**config.mk**
```make
export PLATFORM = sky130hd
export DESIGN_NAME = dock_seq
export DESIGN_NICKNAME = d
export VERILOG_FILES = /design/src/rtl/dock_seq_pkg.sv /design/src/rtl/dock_decode.sv /design/src/rtl/dock_count_step.sv /design/src/rtl/dock_pkt_build.sv /design/src/rtl/dock_seq.sv
export SDC_FILE = /design/constraint.sdc
export NUM_CORES = 1
export LEC_CHECK = 0
export ABC_AREA = 1
export ABC_CLOCK_PERIOD_IN_PS = 2600
export BUFFER_PORTS_ARGS = -buffer_cell sky130_fd_sc_hd__buf_2
export CORE_ASPECT_RATIO = 1.5
export CORE_MARGIN = 3
export CORE_UTILIZATION = 45
export CTS_CLUSTER_DIAMETER = 40
export DETAILED_ROUTE_END_ITERATION = 6
export HOLD_SLACK_MARGIN = 0.1
export PLACE_DENSITY = 0.81
export SLEW_MARGIN = 20
export SYNTH_ARGS = -nofsm -noshare
export SYNTH_HDL_FRONTEND = slang
export SYNTH_SLANG_ARGS = --single-unit
```
**constraint.sdc**
```tcl
create_clock -name clk -period 2.6 [get_ports clk]
set_clock_uncertainty 0.05 [all_clocks]
set_input_delay 0.78 -clock clk [delete_from_list [all_inputs] [get_ports clk]]
set_output_delay 0.78 -clock clk [all_outputs]
set_load 0.05 [all_outputs]
```
**src/rtl/dock_seq_pkg.sv**
```systemverilog
package dock_seq_pkg;

    localparam int WORD_W = 37;
    localparam int ADDR_W = 11;
    localparam int CNT_W  = 7;
    localparam int FLAG_W = 8;
    localparam int INS_W  = FLAG_W + CNT_W + ADDR_W;
    localparam int PKT_W  = 1 + ADDR_W + WORD_W;
    localparam logic [CNT_W-1:0] CNT_STANDING = '1;

    typedef struct packed {
        logic kill;
        logic lit;
        logic ti;
        logic di;
        logic dc;
        logic dout;
        logic tout;
        logic rq;
    } flags_t;

    typedef struct packed {
        flags_t             f;
        logic [CNT_W-1:0]   cnt;
        logic [ADDR_W-1:0]  dest;
    } ins_t;

    typedef struct packed {
        logic               tok;
        logic [ADDR_W-1:0]  dest;
        logic [WORD_W-1:0]  word;
    } pkt_t;

    typedef struct packed {
        logic is_kill;
        logic is_unclog;
        logic is_lit;
        logic is_clog;
        logic illegal;
        logic ti;
        logic di;
        logic dc;
        logic dout;
        logic tout;
    } dec_t;

    typedef enum logic [2:0] {
        S_IDLE, S_TIN, S_DIN, S_DOUT, S_TOUT, S_FIN, S_RQ, S_CLOG
    } st_t;

    function automatic logic [WORD_W-1:0] lit_ext(input logic [ADDR_W-1:0] v);
        return {{(WORD_W-ADDR_W){v[ADDR_W-1]}}, v};
    endfunction

    // Next action phase after phase s; S_FIN when none remain.
    function automatic st_t next_phase(input dec_t d, input st_t s);
        logic past_ti, past_di, past_do;
        past_ti = (s == S_TIN) || (s == S_DIN) || (s == S_DOUT) || (s == S_TOUT);
        past_di = (s == S_DIN) || (s == S_DOUT) || (s == S_TOUT);
        past_do = (s == S_DOUT) || (s == S_TOUT);
        if (d.ti && !past_ti)   return S_TIN;
        if (d.di && !past_di)   return S_DIN;
        if (d.dout && !past_do) return S_DOUT;
        if (d.tout && s != S_TOUT) return S_TOUT;
        return S_FIN;
    endfunction

endpackage

```
**src/rtl/dock_decode.sv**
```systemverilog
module dock_decode
    import dock_seq_pkg::*;
#(
    parameter bit IN_DOCK  = 1'b1,
    parameter bit OUT_DOCK = 1'b1
) (
    input  ins_t ins,
    output dec_t dec
);
    logic any_act;

    always_comb begin
        dec     = '0;
        any_act = ins.f.ti | ins.f.di | ins.f.dc | ins.f.dout | ins.f.tout;
        if (ins.f.kill) begin
            dec.is_kill   = 1'b1;
            dec.is_unclog = ins.f.ti;
        end else if (ins.f.lit) begin
            dec.is_lit = 1'b1;
        end else begin
            dec.illegal = (ins.f.dc && !ins.f.di)
                        || (IN_DOCK  && ins.f.ti   && ins.f.di)
                        || (OUT_DOCK && ins.f.tout && ins.f.dout);
            dec.is_clog = (ins.cnt == CNT_STANDING) && !any_act;
            if (!dec.illegal) begin
                dec.ti   = ins.f.ti;
                dec.di   = ins.f.di;
                dec.dc   = ins.f.dc;
                dec.dout = ins.f.dout;
                dec.tout = ins.f.tout;
            end
        end
    end
endmodule

```
**src/rtl/dock_count_step.sv**
```systemverilog
module dock_count_step
    import dock_seq_pkg::*;
(
    input  logic [CNT_W-1:0] cnt,
    output logic             expire,
    output logic [CNT_W-1:0] cnt_nxt
);
    assign expire  = (cnt == '0);
    assign cnt_nxt = (cnt == CNT_STANDING) ? cnt
                   : cnt - {{(CNT_W-1){1'b0}}, 1'b1};
endmodule

```
**src/rtl/dock_pkt_build.sv**
```systemverilog
module dock_pkt_build
    import dock_seq_pkg::*;
(
    input  logic              tok,
    input  logic [ADDR_W-1:0] dest,
    input  logic [WORD_W-1:0] data,
    output pkt_t              pkt
);
    always_comb begin
        pkt.tok  = tok;
        pkt.dest = dest;
        pkt.word = tok ? '0 : data;
    end
endmodule

```
**src/rtl/dock_seq.sv**
```systemverilog
module dock_seq
    import dock_seq_pkg::*;
#(
    parameter bit IN_DOCK  = 1'b1,
    parameter bit OUT_DOCK = 1'b1
) (
    input  logic             clk,
    input  logic             rst,
    input  logic             ins_valid,
    output logic             ins_ready,
    input  logic [INS_W-1:0] ins_word,
    input  logic             in_valid,
    output logic             in_ready,
    input  logic [PKT_W-1:0] in_pkt,
    output logic             out_valid,
    input  logic             out_ready,
    output logic [PKT_W-1:0] out_pkt,
    output logic             rq_valid,
    input  logic             rq_ready,
    output logic [INS_W-1:0] rq_word,
    output logic             err
);
    st_t               st_q;
    ins_t              cur_q;
    logic [WORD_W-1:0] data_q;
    logic              err_q;

    ins_t              ins_in;
    ins_t              dec_src;
    dec_t              dec;
    pkt_t              out_p;
    logic              expire;
    logic [CNT_W-1:0]  cnt_nxt;
    logic              in_tok;
    logic [WORD_W-1:0] in_word;
    logic              unused_in_dest;

    assign ins_in         = ins_t'(ins_word);
    assign in_tok         = in_pkt[PKT_W-1];
    assign in_word        = in_pkt[WORD_W-1:0];
    assign unused_in_dest = ^in_pkt[PKT_W-2:WORD_W];
    assign dec_src        = (st_q == S_IDLE || st_q == S_CLOG) ? ins_in : cur_q;

    dock_decode #(.IN_DOCK(IN_DOCK), .OUT_DOCK(OUT_DOCK)) u_dec (
        .ins (dec_src),
        .dec (dec)
    );

    dock_count_step u_cnt (
        .cnt     (cur_q.cnt),
        .expire  (expire),
        .cnt_nxt (cnt_nxt)
    );

    dock_pkt_build u_pkt (
        .tok  (st_q == S_TOUT),
        .dest (cur_q.dest),
        .data (data_q),
        .pkt  (out_p)
    );

    assign ins_ready = (st_q == S_IDLE) || (st_q == S_CLOG && ins_valid && dec.is_unclog);
    assign in_ready  = (st_q == S_TIN) || (st_q == S_DIN);
    assign out_valid = (st_q == S_DOUT) || (st_q == S_TOUT);
    assign out_pkt   = out_p;
    assign rq_valid  = (st_q == S_RQ);
    assign rq_word   = cur_q;
    assign err       = err_q;

    always_ff @(posedge clk) begin
        if (rst) begin
            st_q   <= S_IDLE;
            cur_q  <= '0;
            data_q <= '0;
            err_q  <= 1'b0;
        end else begin
            case (st_q)
                S_IDLE: if (ins_valid && !dec.is_kill) begin
                    cur_q <= ins_in;
                    if (dec.illegal) err_q <= 1'b1;
                    st_q <= dec.is_clog ? S_CLOG : next_phase(dec, S_IDLE);
                end
                S_TIN: if (in_valid) st_q <= next_phase(dec, S_TIN);
                S_DIN: if (in_valid) begin
                    if (dec.dc && !in_tok) data_q <= in_word;
                    st_q <= next_phase(dec, S_DIN);
                end
                S_DOUT: if (out_ready) st_q <= next_phase(dec, S_DOUT);
                S_TOUT: if (out_ready) st_q <= S_FIN;
                S_FIN: begin
                    if (dec.is_lit) data_q <= lit_ext(cur_q.dest);
                    if (expire) begin
                        st_q <= S_IDLE;
                    end else begin
                        cur_q.cnt <= cnt_nxt;
                        st_q <= cur_q.f.rq ? S_RQ : next_phase(dec, S_FIN);
                    end
                end
                S_RQ:   if (rq_ready) st_q <= S_IDLE;
                S_CLOG: if (ins_valid && dec.is_unclog) st_q <= S_IDLE;
                default: st_q <= S_IDLE;
            endcase
        end
    end

    // an idle block drives nothing
    assert_idle_quiet_R1: assert property (@(posedge clk) disable iff (rst)
        (st_q == S_IDLE) |-> (!out_valid && !rq_valid && !in_ready));

    // a kill leaves the block idle
    assert_kill_idle_R2: assert property (@(posedge clk) disable iff (rst)
        (st_q == S_IDLE && ins_valid && ins_word[INS_W-1]) |=> (st_q == S_IDLE));

    // output held under backpressure
    assert_out_hold_R5: assert property (@(posedge clk) disable iff (rst)
        (out_valid && !out_ready) |=> (out_valid && $stable(out_pkt)));

    // token packets carry a zero word
    assert_tok_zero_R5: assert property (@(posedge clk) disable iff (rst)
        (out_valid && out_pkt[PKT_W-1]) |-> (out_pkt[WORD_W-1:0] == '0));

    // input and output phases never overlap
    assert_phase_excl_R6: assert property (@(posedge clk) disable iff (rst)
        !(in_ready && out_valid));

    // requeue word held under backpressure
    assert_rq_hold_R8: assert property (@(posedge clk) disable iff (rst)
        (rq_valid && !rq_ready) |=> (rq_valid && $stable(rq_word)));

    // a parked clog refuses anything but an unclog
    assert_clog_block_R10: assert property (@(posedge clk) disable iff (rst)
        (st_q == S_CLOG && !(ins_word[INS_W-1] && ins_word[INS_W-3])) |-> !ins_ready);

    // error flag is sticky
    assert_err_sticky_R11: assert property (@(posedge clk) disable iff (rst)
        err |=> err);

endmodule

```
==> results.json <==
{
  "num-nets-final": 854,
  "rows": 41,
  "setup_ws_ns": 0.0794,
  "endpoint_kind": "output port",
  "required_ns": 1.77,
  "cts.reportedPaths.clkPinSlew_ns": 0.06,
  "synthMuxAreaShare_pct": 2.28,
  "core_area_um2": 8460,
  "startpoint_type": "flop",
  "syn_to_final_growth_pct": 29.1,
  "yosysWarnings": 0,
  "placed_area_um2": 4730,
  "grt_pass1_wl_um": 17900,
  "cp_max_fo": 39,
  "max_slew_margin_pct": 65.2,
  "path_cells": "inv_2 > buf_4 > nor2_4 > buf_12 > inv_1 > nand2_1 > buf_6",
  "cts_buffers": 9,
  "first_pass_iters": 4,
  "finalSetupViolCount": 0,
  "num_antenna_cells": 0,
  "die_h_um": 121,
  "vdd_drop_max_mv": 0.824,
  "vias_per_cell": 4.96,
  "met1_usage_pct": 27.4,
  "ys_seq_area_share_pct": 33.9,
  "worstSetupPathType": "flop to output port",
  "yosys.area_share.simple_pct": 35.2,
  "place_congestion": 0.951,
  "drv_cap": 0,
  "post-place-ws_ns": -0.0662,
  "synth_cell_type_count": 39,
  "antenna_found_initial": 0,
  "die_w_um": 82.5,
  "met3_usage_pct": 4.25,
  "worstHoldPathType": "flop to flop",
  "overflow": 0,
  "max_stage_delay_ns": 0.39,
  "synth-compound-area-share_pct": 13.1,
  "ys_ff_latch": 67,
  "slew_violations": 0,
  "wl_per_cell_um": 12.8,
  "synth-edff-count": 0,
  "die_area_um2": 9970,
  "postSynthCellCount": 632,
  "drc": 0,
  "worstPathArrival_ns": 1.69,
  "gr-max-usage-layer": "met2",
  "ant_nets": 0,
  "cts_buffer_depth": 2,
  "fin_crit_sh_pct": 96.9,
  "syn-cell-area_um2": 3950,
  "port_buffers": 149,
  "grt_setup_unrepaired": "yes",
  "ios": 161,
  "use_met2_pct": 38.4,
  "holdWs_ns": 0.429,
  "cts.sinks": 67,
  "track_usage_pct": 22.9,
  "fmax_mhz": 397,
  "cts_tree": "yes",
  "async_reset_ff_share_pct": 0,
  "tightest_slew_ns": 0.519,
  "synth_fa_ha_area_share_pct": 0.950,
  "first_iter_violations": 228,
  "start_util_pct": 46.7,
  "cts-hold-fix-buffers": 0,
  "synth_area_per_cell_um2": 6.25,
  "timing.final.hold_violations": 0,
  "synth_xor_xnor_area_share_pct": 0.443,
  "grt_max_degree": 40,
  "status": "finished clean",
  "synth_top_family_by_area": "simple AND/OR/NAND/NOR gates",
  "synth_nets": 716,
  "insertion_delay_ns": 0.33,
  "drive_gt1_share_pct": 27.1,
  "routed_wl_um": 11300,
  "dp.final_hpwl_um": 8340,
  "htreeDepth": 3,
  "leakagePower_nw": 2.67,
  "route.vias.total": 4378,
  "synth_ff_type": "dfxtp_1",
  "clockRootBuffer": "clkbuf_16",
  "slowest_stage": "dfxtp_4",
  "design_area_um2": 5100,
  "grt_pass1_vias": 3890,
  "power_density_nw_per_um2": 1230,
  "period_minus_slack_ns": 2.52
}
## final timing paths
check	slack, ns	cells after the start	from	end
setup / recovery	0.08	7	st_q[2]$_SDFFE_PP0P_	out_valid
hold / removal	0.43	2	data_q[32]$_SDFFE_PP0P_	data_q[32]$_SDFFE_PP0P_
setup reg to reg	0.18	14	st_q[1]$_SDFFE_PP0P_	data_q[23]$_SDFFE_PP0P_
hold reg to reg	0.43	2	data_q[32]$_SDFFE_PP0P_	data_q[32]$_SDFFE_PP0P_
## power by group
| group | switching, mW | internal [mW] | leakage (nW) |
|---|---|---|---|
| registers | 0.222 | 1.27 | 0.547 |
| logic | 2.53 | 0.981 | 1.97 |
| clock network | 0.442 | 0.840 | 0.149 |
| total | 3.19 | 3.09 | 2.67 |
## worst max-delay path, delay by kind of cell (launching register included)
family,cells,cell delay (ns)
simple gates,2,0.29
flops,1,0.39
buf+inv,5,0.69
## synthesized netlist by cell type (all sizes together) (3+ instances only)
cell type / count / share of area, %
mux2i: 9 / 2.3
nand2: 138 / 14
a21oi: 22 / 2.8
a211oi: 3 / 0.57
a31oi: 3 / 0.47
nor2: 152 / 15
ha: 3 / 0.95
buf: 25 / 5.0
dfxtp: 67 / 34
nand3: 28 / 3.8
o21ai: 64 / 8.2
inv: 74 / 7.0
clkbuf: 18 / 1.7
nor3: 9 / 1.6
## cells by family after synthesis
kind of cell / Yosys count
simple gates: 335
buf+inv: 119
compound gates: 97
flops: 67
mux: 9
fa+ha+maj: 3
xor+xnor: 2
## cells in the final DEF, fill, tap and decap left out, types with 4 or more instances in the layout
cell / n
o21ai_1: 11
nor3_1: 7
inv_1: 71
o21ai_0: 51
nand2_1: 132
clkbuf_16: 9
a21oi_1: 22
nor2_1: 149
buf_2: 147
nand2_2: 4
dfxtp_1: 64
buf_4: 19
mux2i_1: 9
nand3_1: 26
## sequential cells by signal (all words and copies together) (netlist names)
| name | cells |
|---|---|
| err | 1 |
| data_q | 37 |
| rq_word | 26 |
| st_q | 3 |
## metrics by stage
stage | instances | total power [mW] | TNS, ns | utilization [%]
after floorplan | 632 | 4.17 | 0 | -
after global placement | 864 | 4.87 | 0 | 55.9
after detailed placement | 864 | 4.93 | -0.534 | 55.9
after CTS | 880 | 6.26 | 0 | 59.8
after global routing | 882 | 6.70 | -0.0135 | 60.3
final | 882 | 6.28 | 0 | 60.3
## area by class of cell
class                           instances  area [um2]
Timing Repair Buffer                  170         932
Fill cell                             818        3360
Sequential cell                        67        1350
Clock buffer                           10         229
Clock inverter                          6        88.8
Inverter                               76         293
Multi-Input combinational cell        446        2080
Tap cell                              107         134
## timing repair
| action | 4_1_cts | 5_1_grt |
|---|---|---|
| setup endpoints to repair | 31 | 40 |
| gates cloned | 0 | 0 |
| pin swaps | 0 | 2 |
| resized for setup | 4 | 9 |
| setup buffers | 0 | 2 |
## metal layers
metal	share of wire, %	vias to the layer above
met2	50	163
met4	3.6	0
met5	0	-
met1	41	1943
li1	-	2235
met3	5.8	37
Power figures use the tool's default switching activity.
